**src/rtl/addr_route_pkg.sv**
```systemverilog
package addr_route_pkg;

  // Selects whether the decoded result is presented combinationally or
  // through one handshake-controlled register.
  typedef enum logic {
    STG_COMB = 1'b0,
    STG_REG  = 1'b1
  } stage_e;

endpackage

```
**src/rtl/rst_sync2.sv**
```systemverilog
module rst_sync2 (
  input  logic clk,
  input  logic arst_n,
  output logic srst_n
);

  logic meta_q;
  logic sync_q;

  always_ff @(posedge clk or negedge arst_n) begin
    if (!arst_n) begin
      meta_q <= 1'b0;
      sync_q <= 1'b0;
    end else begin
      meta_q <= 1'b1;
      sync_q <= meta_q;
    end
  end

  assign srst_n = sync_q;

endmodule

```
**src/rtl/addr_slot_match.sv**
```systemverilog
module addr_slot_match #(
  parameter int          AW   = 16,
  parameter logic [AW-1:0] BASE = '0,
  parameter logic [AW-1:0] MASK = '0
) (
  input  logic          valid,
  input  logic [AW-1:0] addr,
  output logic          hit
);

  logic [AW-1:0] diff;

  // Only bits covered by the mask take part in the compare.
  always_comb begin
    diff = (addr ^ BASE) & MASK;
    hit  = valid && (diff == '0);
  end

endmodule

```
**src/rtl/addr_dec_core.sv**
```systemverilog
module addr_dec_core #(
  parameter int              NS       = 4,
  parameter int              AW       = 16,
  parameter logic [NS*AW-1:0] SLV_BASE = '0,
  parameter logic [NS*AW-1:0] SLV_MASK = '0
) (
  input  logic          valid,
  input  logic [AW-1:0] addr,
  output logic [NS:0]   req
);

  logic [NS-1:0] slot_hit;
  logic          no_slot;

  for (genvar g = 0; g < NS; g++) begin : g_slot
    addr_slot_match #(
      .AW   (AW),
      .BASE (SLV_BASE[g*AW +: AW]),
      .MASK (SLV_MASK[g*AW +: AW])
    ) u_match (
      .valid (valid),
      .addr  (addr),
      .hit   (slot_hit[g])
    );
  end

  // Starts from the request itself and is cleared by any claiming window.
  always_comb begin
    no_slot = valid;
    if (|slot_hit) no_slot = 1'b0;
    req = {no_slot, slot_hit};
  end

endmodule

```
**src/rtl/dec_out_stage.sv**
```systemverilog
module dec_out_stage
  import addr_route_pkg::*;
#(
  parameter int     NS        = 4,
  parameter int     AW        = 16,
  parameter int     PW        = 8,
  parameter stage_e STAGE     = STG_REG,
  parameter bit     ZERO_IDLE = 1'b1
) (
  input  logic          clk,
  input  logic          rst_n,
  input  logic          in_valid,
  output logic          in_ready,
  input  logic [NS:0]   in_hit,
  input  logic [AW-1:0] in_addr,
  input  logic [PW-1:0] in_payload,
  output logic          out_valid,
  input  logic          out_ready,
  output logic [NS:0]   out_hit,
  output logic [AW-1:0] out_addr,
  output logic [PW-1:0] out_payload
);

  localparam int HW = NS + 1;
  localparam bit USE_REG = (STAGE == STG_REG);

  logic          q_valid;
  logic          q_valid_nx;
  logic [HW-1:0] q_hit;
  logic [AW-1:0] q_addr;
  logic [PW-1:0] q_payload;
  logic          reg_ready;
  logic          load_en;

  logic          sel_valid;
  logic [HW-1:0] sel_hit;
  logic [AW-1:0] sel_addr;
  logic [PW-1:0] sel_payload;

  // Next-state logic for the holding register.
  always_comb begin
    reg_ready  = rst_n && (!q_valid || out_ready);
    load_en    = USE_REG && in_valid && reg_ready;
    q_valid_nx = q_valid;
    if (load_en)        q_valid_nx = 1'b1;
    else if (out_ready) q_valid_nx = 1'b0;
  end

  always_ff @(posedge clk or negedge rst_n) begin
    if (!rst_n) begin
      q_valid   <= 1'b0;
      q_hit     <= '0;
      q_addr    <= '0;
      q_payload <= '0;
    end else begin
      q_valid <= q_valid_nx;
      if (load_en) begin
        q_hit     <= in_hit;
        q_addr    <= in_addr;
        q_payload <= in_payload;
      end
    end
  end

  always_comb begin
    if (USE_REG) begin
      in_ready    = reg_ready;
      sel_valid   = q_valid;
      sel_hit     = q_hit;
      sel_addr    = q_addr;
      sel_payload = q_payload;
    end else begin
      in_ready    = out_ready;
      sel_valid   = in_valid;
      sel_hit     = in_hit;
      sel_addr    = in_addr;
      sel_payload = in_payload;
    end
  end

  if (ZERO_IDLE) begin : g_zero
    always_comb begin
      out_valid   = sel_valid;
      out_hit     = sel_valid ? sel_hit     : '0;
      out_addr    = sel_valid ? sel_addr    : '0;
      out_payload = sel_valid ? sel_payload : '0;
    end
  end else begin : g_raw
    always_comb begin
      out_valid   = sel_valid;
      out_hit     = sel_hit;
      out_addr    = sel_addr;
      out_payload = sel_payload;
    end
  end

endmodule

```
**src/rtl/addr_route_decode.sv**
```systemverilog
module addr_route_decode
  import addr_route_pkg::*;
#(
  parameter int               NS        = 4,
  parameter int               AW        = 16,
  parameter int               PW        = 8,
  parameter logic [NS*AW-1:0] SLV_BASE  = 64'h8000_2000_1000_0000,
  parameter logic [NS*AW-1:0] SLV_MASK  = 64'h8000_E000_F000_F000,
  parameter stage_e           STAGE     = STG_REG,
  parameter bit               ZERO_IDLE = 1'b1
) (
  input  logic          clk,
  input  logic          rst_n,
  input  logic          in_valid,
  output logic          in_ready,
  input  logic [AW-1:0] in_addr,
  input  logic [PW-1:0] in_payload,
  output logic          out_valid,
  input  logic          out_ready,
  output logic [NS:0]   out_hit,
  output logic [AW-1:0] out_addr,
  output logic [PW-1:0] out_payload
);

  logic        core_rst_n;
  logic [NS:0] dec_req;

  rst_sync2 u_rst (
    .clk    (clk),
    .arst_n (rst_n),
    .srst_n (core_rst_n)
  );

  addr_dec_core #(
    .NS       (NS),
    .AW       (AW),
    .SLV_BASE (SLV_BASE),
    .SLV_MASK (SLV_MASK)
  ) u_core (
    .valid (in_valid),
    .addr  (in_addr),
    .req   (dec_req)
  );

  dec_out_stage #(
    .NS        (NS),
    .AW        (AW),
    .PW        (PW),
    .STAGE     (STAGE),
    .ZERO_IDLE (ZERO_IDLE)
  ) u_stage (
    .clk         (clk),
    .rst_n       (core_rst_n),
    .in_valid    (in_valid),
    .in_ready    (in_ready),
    .in_hit      (dec_req),
    .in_addr     (in_addr),
    .in_payload  (in_payload),
    .out_valid   (out_valid),
    .out_ready   (out_ready),
    .out_hit     (out_hit),
    .out_addr    (out_addr),
    .out_payload (out_payload)
  );

endmodule

```
**config.mk**
```make
export PLATFORM = sky130hd
export DESIGN_NAME = addr_route_decode
export DESIGN_NICKNAME = d
export VERILOG_FILES = /design/src/rtl/addr_route_pkg.sv /design/src/rtl/rst_sync2.sv /design/src/rtl/addr_slot_match.sv /design/src/rtl/addr_dec_core.sv /design/src/rtl/dec_out_stage.sv /design/src/rtl/addr_route_decode.sv
export SDC_FILE = /design/constraint.sdc
export NUM_CORES = 1
export LEC_CHECK = 0
export BUFFER_PORTS_ARGS = -buffer_cell sky130_fd_sc_hd__buf_2
export CAP_MARGIN = 20
export CORE_MARGIN = 2
export CORE_UTILIZATION = 50
export DETAILED_ROUTE_END_ITERATION = 10
export GPL_ROUTABILITY_DRIVEN = 1
export PLACE_DENSITY = 0.82
export SYNTH_ARGS = -nofsm -noshare
export SYNTH_HDL_FRONTEND = slang
export SYNTH_SLANG_ARGS = --single-unit
```
**constraint.sdc**
```tcl
create_clock -name clk -period 3.6 [get_ports clk]
set_input_delay 0.36 -clock clk [delete_from_list [all_inputs] [get_ports clk]]
set_output_delay 0.36 -clock clk [all_outputs]
set_load 0.02 [all_outputs]
```
==> out/qor.txt, run 1 <==
Slew Limit Fails: 0
Max Cap Viol: 0
PortBufs: 58
FF/Latch Area: 801 um^2
CP Max Fanout: 31
Core area: 2760 um^2
Wire per inst: 13.7 um
Clk_lat worst skew: 0.33 ns
Synth cell types: 16
PnR worst setup slack: 1.38 ns
Routed WL: 2720 um
Setup TNS: 0 ns
Rel. slew slack: 0.398
Gp weighted congestion: 0.763
Global-route wire length before repair: 4520 um
# DRC: 0
Post-Synth Adder-Cell Area: 0
Worst Skew: 0.00777 ns
Worst vdd ir: 451 uV
Worst-Margin Slew: 0.900 ns
Nets: 195
Vias: 981
Flop and latch count out of synthesis: 32
Hold Vio Cnt, Final: 0
Initial core utilization: 0.529
Fin crit period: 2.22 ns
Routed Antenna Nets: 0
DP HPWL: 1910 um
Yosys top cell by area: dfrtp_1
DP Worst Slack: 1.36 ns
Synth Area in XOR/XNOR: 0
Synth Area in Compound Gates: 0
Clk buf depth: 2
Growth of design area from synthesis to finish: 27.0%
FP Rows: 19
Cell Pwr Density: 520 nW/um^2
Largest net degree at the start of global routing: 32
Multi-input gate area: 612 um^2
Root buf cell: clkbuf_4
Fmax: 0.451 GHz
Die Wd: 58.0 um
Overflow after GRT: 0
DR iter-0 viols: 15
TritonCTS clock tree: built
Mux cell area share after synthesis: 0.249
Tot Pwr: 964 uW
H-Tree Depth: 2
Total Routing Usage GR: 0.180
Initial antenna violation count: 0
Top cells by area, synth: dfrtp_1, mux2_2, and2_1, mux2_4, buf_12
Vias in the first global route: 996
Endpoint type of the worst setup path: flop
Worst hold-check path type: in2reg
Arr. time, crit path: 2.43 ns
I/O Pins: 59
Cells after synthesis: 106
ANT cells: 0
Type of origin of the critical path: flop
Mapped Avg Cell Area: 13.8 um^2
WP data required: 3.81 ns
RSZ-0062 raised after global routing: false
Largest family of logic cells by synthesized area: multiplexers
Setup CP Type: reg2reg
FILL cells: 211
Status: finished clean
Vias per cell: 4.93
Worst-path clk slew: 0.10 ns
Mapped Nets: 134
Final setup violation count: 0
Post-synthesis simple-gate area fraction: 0.167
First-pass iteration count of the detailed router: 4
Share of the yosys chip area belonging to registers: 0.548
CTS Sinks: 32
Die area: 3370 um^2
Synth warn: 0
Period utilization: 0.616
P_leak: 0.958 nW
TritonCTS Buffers: 5
Synthesized area: 1460 um^2
Die Height: 58.0 um
Layout cells sized above 1: 0.577
Synth top area share: 0.548
==> worst max-delay path, cell delays in order, from the launching register on <==
cell      delay, ns
dfrtp_1        0.66
nand2b_1       0.24
nor2b_4        0.77
mux2_2         0.41
==> flip-flops by register name, summed over array words and instances, names as in the netlist <==
signal and flops:
u_stage.q_hit 5, u_stage.q_addr 16, u_stage.out_valid 1, u_rst.srst_n 1
u_rst.meta_q 1, u_stage.q_payload 8
==> synth_stat cells <==
cell type,n
nand2_1,2
conb_1,1
nand2b_1,1
nor4b_1,1
mux2_2,19
buf_2,1
nor2b_4,1
buf_12,1
nor4_1,1
and2_1,30
buf_6,1
dfrtp_1,32
nor3b_1,1
nor2b_1,1
mux2_4,10
clkbuf_1,3
==> layout by cell type, fill, tap and decap left out, types with 2 or more instances in the layout <==
cell,count
buf_2,58
dfrtp_1,32
and2_1,30
mux2_2,19
mux2_4,10
clkbuf_4,5
nand2_1,2
clkbuf_8,2
==> cell families after synthesis <==
family | after synthesis
buffers and inverters | 6
multiplexers | 29
other | 1
AND/OR/NAND/NOR | 38
flip-flops | 32
==> worst paths after layout <==
| kind | slack, ns | startpoint | cells after the start | to |
|---|---|---|---|---|
| worst max-delay path | 1.38 | u_stage.out_valid$_DFFE_PN0P_ | 3 | u_stage.q_addr[6]$_DFFE_PN0P_ |
| worst min-delay path | 0.26 | in_payload[0] | 2 | u_stage.q_payload[0]$_DFFE_PN0P_ |
| worst max register to register | 1.38 | u_stage.out_valid$_DFFE_PN0P_ | 3 | u_stage.q_addr[6]$_DFFE_PN0P_ |
| worst min register to register | 0.32 | u_rst.srst_n$_DFF_PN0_ | 1 | u_stage.q_hit[4]$_DFFE_PN0P_ |
| max in group asynchronous | 2.99 | u_rst.srst_n$_DFF_PN0_ | 1 | u_stage.q_addr[3]$_DFFE_PN0P_ |
| min in group asynchronous | 0.32 | u_rst.srst_n$_DFF_PN0_ | 1 | u_stage.q_hit[4]$_DFFE_PN0P_ |
==> timing repair <==
item | CTS | global route
hold buffers | 1 | 0
setup buffers | 0 | 0
endpoints found under the hold margin | 2 | 0
resized for setup | 0 | 0
==> where the power goes <==
group | internal, mW | switching [mW]
clock | 0.184 | 0.117
sequential | 0.416 | 0.0335
combinational | 0.111 | 0.103
==> area by class of cell <==
type	instances	share of cell area
Tap cell	31	0.0209
Clock buffer	7	0.0351
Timing Repair Buffer	60	0.166
Sequential cell	32	0.432
Clock inverter	1	0.0162
Multi-Input combinational cell	68	0.330
==> stage by stage <==
| step | util | hold WS, ns | std cells | cell area, um^2 |
|---|---|---|---|---|
| after floorplan | - | 0.0644 | 106 | 1460 |
| after global placement | 0.634 | 0.146 | 190 | 1750 |
| after detailed placement | 0.634 | 0.152 | 190 | 1750 |
| after CTS | 0.672 | 0.246 | 199 | 1850 |
| after global routing | 0.672 | 0.230 | 199 | 1850 |
| final | 0.672 | 0.256 | 199 | 1850 |
==> routing by layer <==
metal	part of all wire	GRT usage	wire [um]	vias to the layer above
met4	0.012	0.0598	32	0
met5	0	0	0	-
met2	0.45	0.282	1220	46
met1	0.43	0.224	1180	458
met3	0.10	0.0781	282	5
li1	-	-	-	472
Note: power is estimated with default switching activity, not from simulation.
==> inputs of run 2 (changes only) <==
- CORE_UTILIZATION: 50 -> 43
- PLACE_DENSITY: 0.82 -> 0.75
- clock period: 3.6 -> 1.8 ns (I/O delays scaled with it)
==> out/qor.txt, run 2 (same netlist as run 1, synthesis figures left out) <==
Worst hold-check path type: in2reg (unchanged)
Hold Vio Cnt, Final: 0 (unchanged)
Initial antenna violation count: 0 (unchanged)
Initial core utilization: 0.441 (was 0.529)
Clk_lat worst skew: 0.33 ns (about the same)
# resized after CTS: 0 (unchanged)
H-Tree Depth: 2 (unchanged)
TritonCTS Buffers: 5 (unchanged)
DR iter-0 viols: 22 (was 15)
FF-to-FF Start: u_stage.out_valid$_DFFE_PN0P_ (unchanged)
Post-CTS Setup Repair Bufs: 0 (unchanged)
Most frequent cells in the layout: buf_2, dfrtp_1, and2_1 (unchanged)
Endpoint type of the worst setup path: primary output (was flop)
Period utilization: 0.876
R2R cell count: 4 (was 3)
PnR worst setup slack: 0.223 ns (was 1.38 ns)
Biggest regs: u_stage.q_addr (16), u_stage.q_payload (8), u_stage.q_hit (5) (unchanged)
Max FFs per register: 16 (unchanged)
Max Cap Viol: 0 (unchanged)
Die Height: 62.3 um (was 58.0 um)
Fin crit period: 1.58 ns
Commonest non-fill, non-tap cell in the layout: buf_2 (unchanged)
Fmax: 0.634 GHz
Nets: 198 (was 195)
Worst Hold Path Cells: 2 (unchanged)
Placed Instances: 208 (was 190)
DP Worst Slack: 0.430 ns (was 1.36 ns)
I/O Pins: 59 (unchanged)
R2r endpoint: u_stage.q_payload[3]$_DFFE_PN0P_ (was u_stage.q_addr[6]$_DFFE_PN0P_)
# DRC: 0 (unchanged)
Wire per inst: 12.5 um (was 13.7 um)
Hold Path Sink: u_stage.q_addr[1]$_DFFE_PN0P_ (was u_stage.q_payload[0]$_DFFE_PN0P_)
ANT cells: 0 (unchanged)
Worst-path clk slew: 0.10 ns (about the same)
Final setup violation count: 0 (unchanged)
Hold Path Origin: in_addr[1] (was in_payload[0])
Die area: 3880 um^2 (was 3370 um^2)
Arr. time, crit path: 1.40 ns (was 2.43 ns)
Hold_buf cts: 1 (unchanged)
Setup CP Type: reg2out (was reg2reg)
Root buf cell: clkbuf_4 (unchanged)
Largest net degree at the start of global routing: 32 (unchanged)
Routed WL: 2710 um (was 2720 um)
RSZ-0062 raised after global routing: false (unchanged)
PortBufs: 58 (unchanged)
Total Routing Usage GR: 0.158 (was 0.180)
FP Rows: 21 (was 19)
CP Max Fanout: 31 (unchanged)
Setup TNS: 0 ns (unchanged)
Global-route wire length before repair: 4770 um (was 4520 um)
Vias in the first global route: 1043 (was 996)
Worst vdd ir: 550 uV (was 451 uV)
Routed Antenna Nets: 0 (unchanged)
Growth of design area from synthesis to finish: 27.6% (was 27.0%)
TritonCTS clock tree: built (unchanged)
WP depth: 3 (unchanged)
FILL cells: 305 (was 211)
Status: finished clean (unchanged)
Type of origin of the critical path: flop (unchanged)
WP data required: 1.62 ns (was 3.81 ns)
Clk buf depth: 2 (unchanged)
Crit path largest cell delay: 0.37 ns (was 0.77 ns)
Biggest register: u_stage.q_addr (unchanged)
Delay-heaviest family, CP: buffers and inverters (was simple AND/OR/NAND/NOR gates)
Cell Pwr Density: 944 nW/um^2 (was 520 nW/um^2)
Core area: 3310 um^2 (was 2760 um^2)
Slew Limit Fails: 0 (unchanged)
First-pass iteration count of the detailed router: 4 (unchanged)
Gp weighted congestion: 0.673 (was 0.763)
Layout cells sized above 1: 0.591 (was 0.577)
Overflow after GRT: 0 (unchanged)
CTS Sinks: 32 (unchanged)
DP HPWL: 1940 um (was 1910 um)
CP bufs+invs: 2 (was 0)
Cells along the critical path: buf_4 -> and2_1 -> buf_2 (was nand2b_1 -> nor2b_4 -> mux2_2)
R2R Setup Slk: 0.42 ns (was 1.38 ns)
Fin cells: 217 (was 199)
P_leak: 0.959 nW (was 0.958 nW)
Vias: 992 (was 981)
Slowest CP cell: dfrtp_2 (was nor2b_4)
Die Wd: 62.3 um (was 58.0 um)
Vias per cell: 4.57 (was 4.93)
Worst Skew: 0.00817 ns (was 0.00777 ns)
==> run 2: cell types whose count changed in the layout (fill, tap and decap cells not counted) <==
cell	change
clkbuf_8	-1
bufinv_16	-1
dfrtp_1	-1
dfrtp_2	+1
buf_4	+3
clkinv_2	+2
==> run 2: layout make-up <==
| class | instances | area (um^2) | share of cell area |
|---|---|---|---|
| Sequential cell | 32 | 802 | 0.430 |
| Multi-Input combinational cell | 68 | 612 | 0.328 |
| Timing Repair Buffer | 63 | 330 | 0.177 |
| Tap cell | 46 | 57.6 | 0.0309 |
| Clock buffer | 6 | 51.3 | 0.0275 |
| Clock inverter | 2 | 10.0 | 0.00537 |
==> run 2: power by group <==
group	total (mW)	internal, mW	leakage [nW]	switching (mW)
Sequential	0.886	0.832	0.382	0.0537
Combinational	0.445	0.226	0.539	0.219
Clock	0.428	0.186	0.0380	0.243
Total	1.76	1.24	0.959	0.515
==> run 2: worst max-delay path by stage <==
stage / start / endpoint / slack [ns]
global route: u_rst.srst_n$_DFF_PN0_ / in_ready / 0.09
CTS: u_rst.srst_n$_DFF_PN0_ / in_ready / 0.17
global placement: u_stage.out_valid$_DFFE_PN0P_ / u_stage.q_addr[12]$_DFFE_PN0P_ / 0.49
floorplan: u_rst.srst_n$_DFF_PN0_ / u_stage.q_addr[0]$_DFFE_PN0P_ / 0.08
detailed placement: u_stage.out_valid$_DFFE_PN0P_ / u_stage.q_payload[3]$_DFFE_PN0P_ / 0.43
finish: u_rst.srst_n$_DFF_PN0_ / in_ready / 0.22
==> run 2: metal layers <==
metal  up-vias  track usage  routed length (um)
met2        49        0.249                1250
li1        476            -                   -
met4         0       0.0417                   0
met3         0       0.0797                 245
met1       467        0.193                1210
met5         -            0                   0
==> run 2: through the flow <==
step | power, mW | hold WS (ns) | util | instance area (um^2)
global placement | 1.33 | -0.0328 | 0.541 | 1790
floorplan | 1.20 | -0.116 | - | 1460
finish | 1.76 | 0.0703 | 0.563 | 1860
detailed placement | 1.35 | -0.0304 | 0.541 | 1790
global route | 1.87 | 0.0400 | 0.563 | 1860
CTS | 1.78 | 0.0547 | 0.563 | 1860
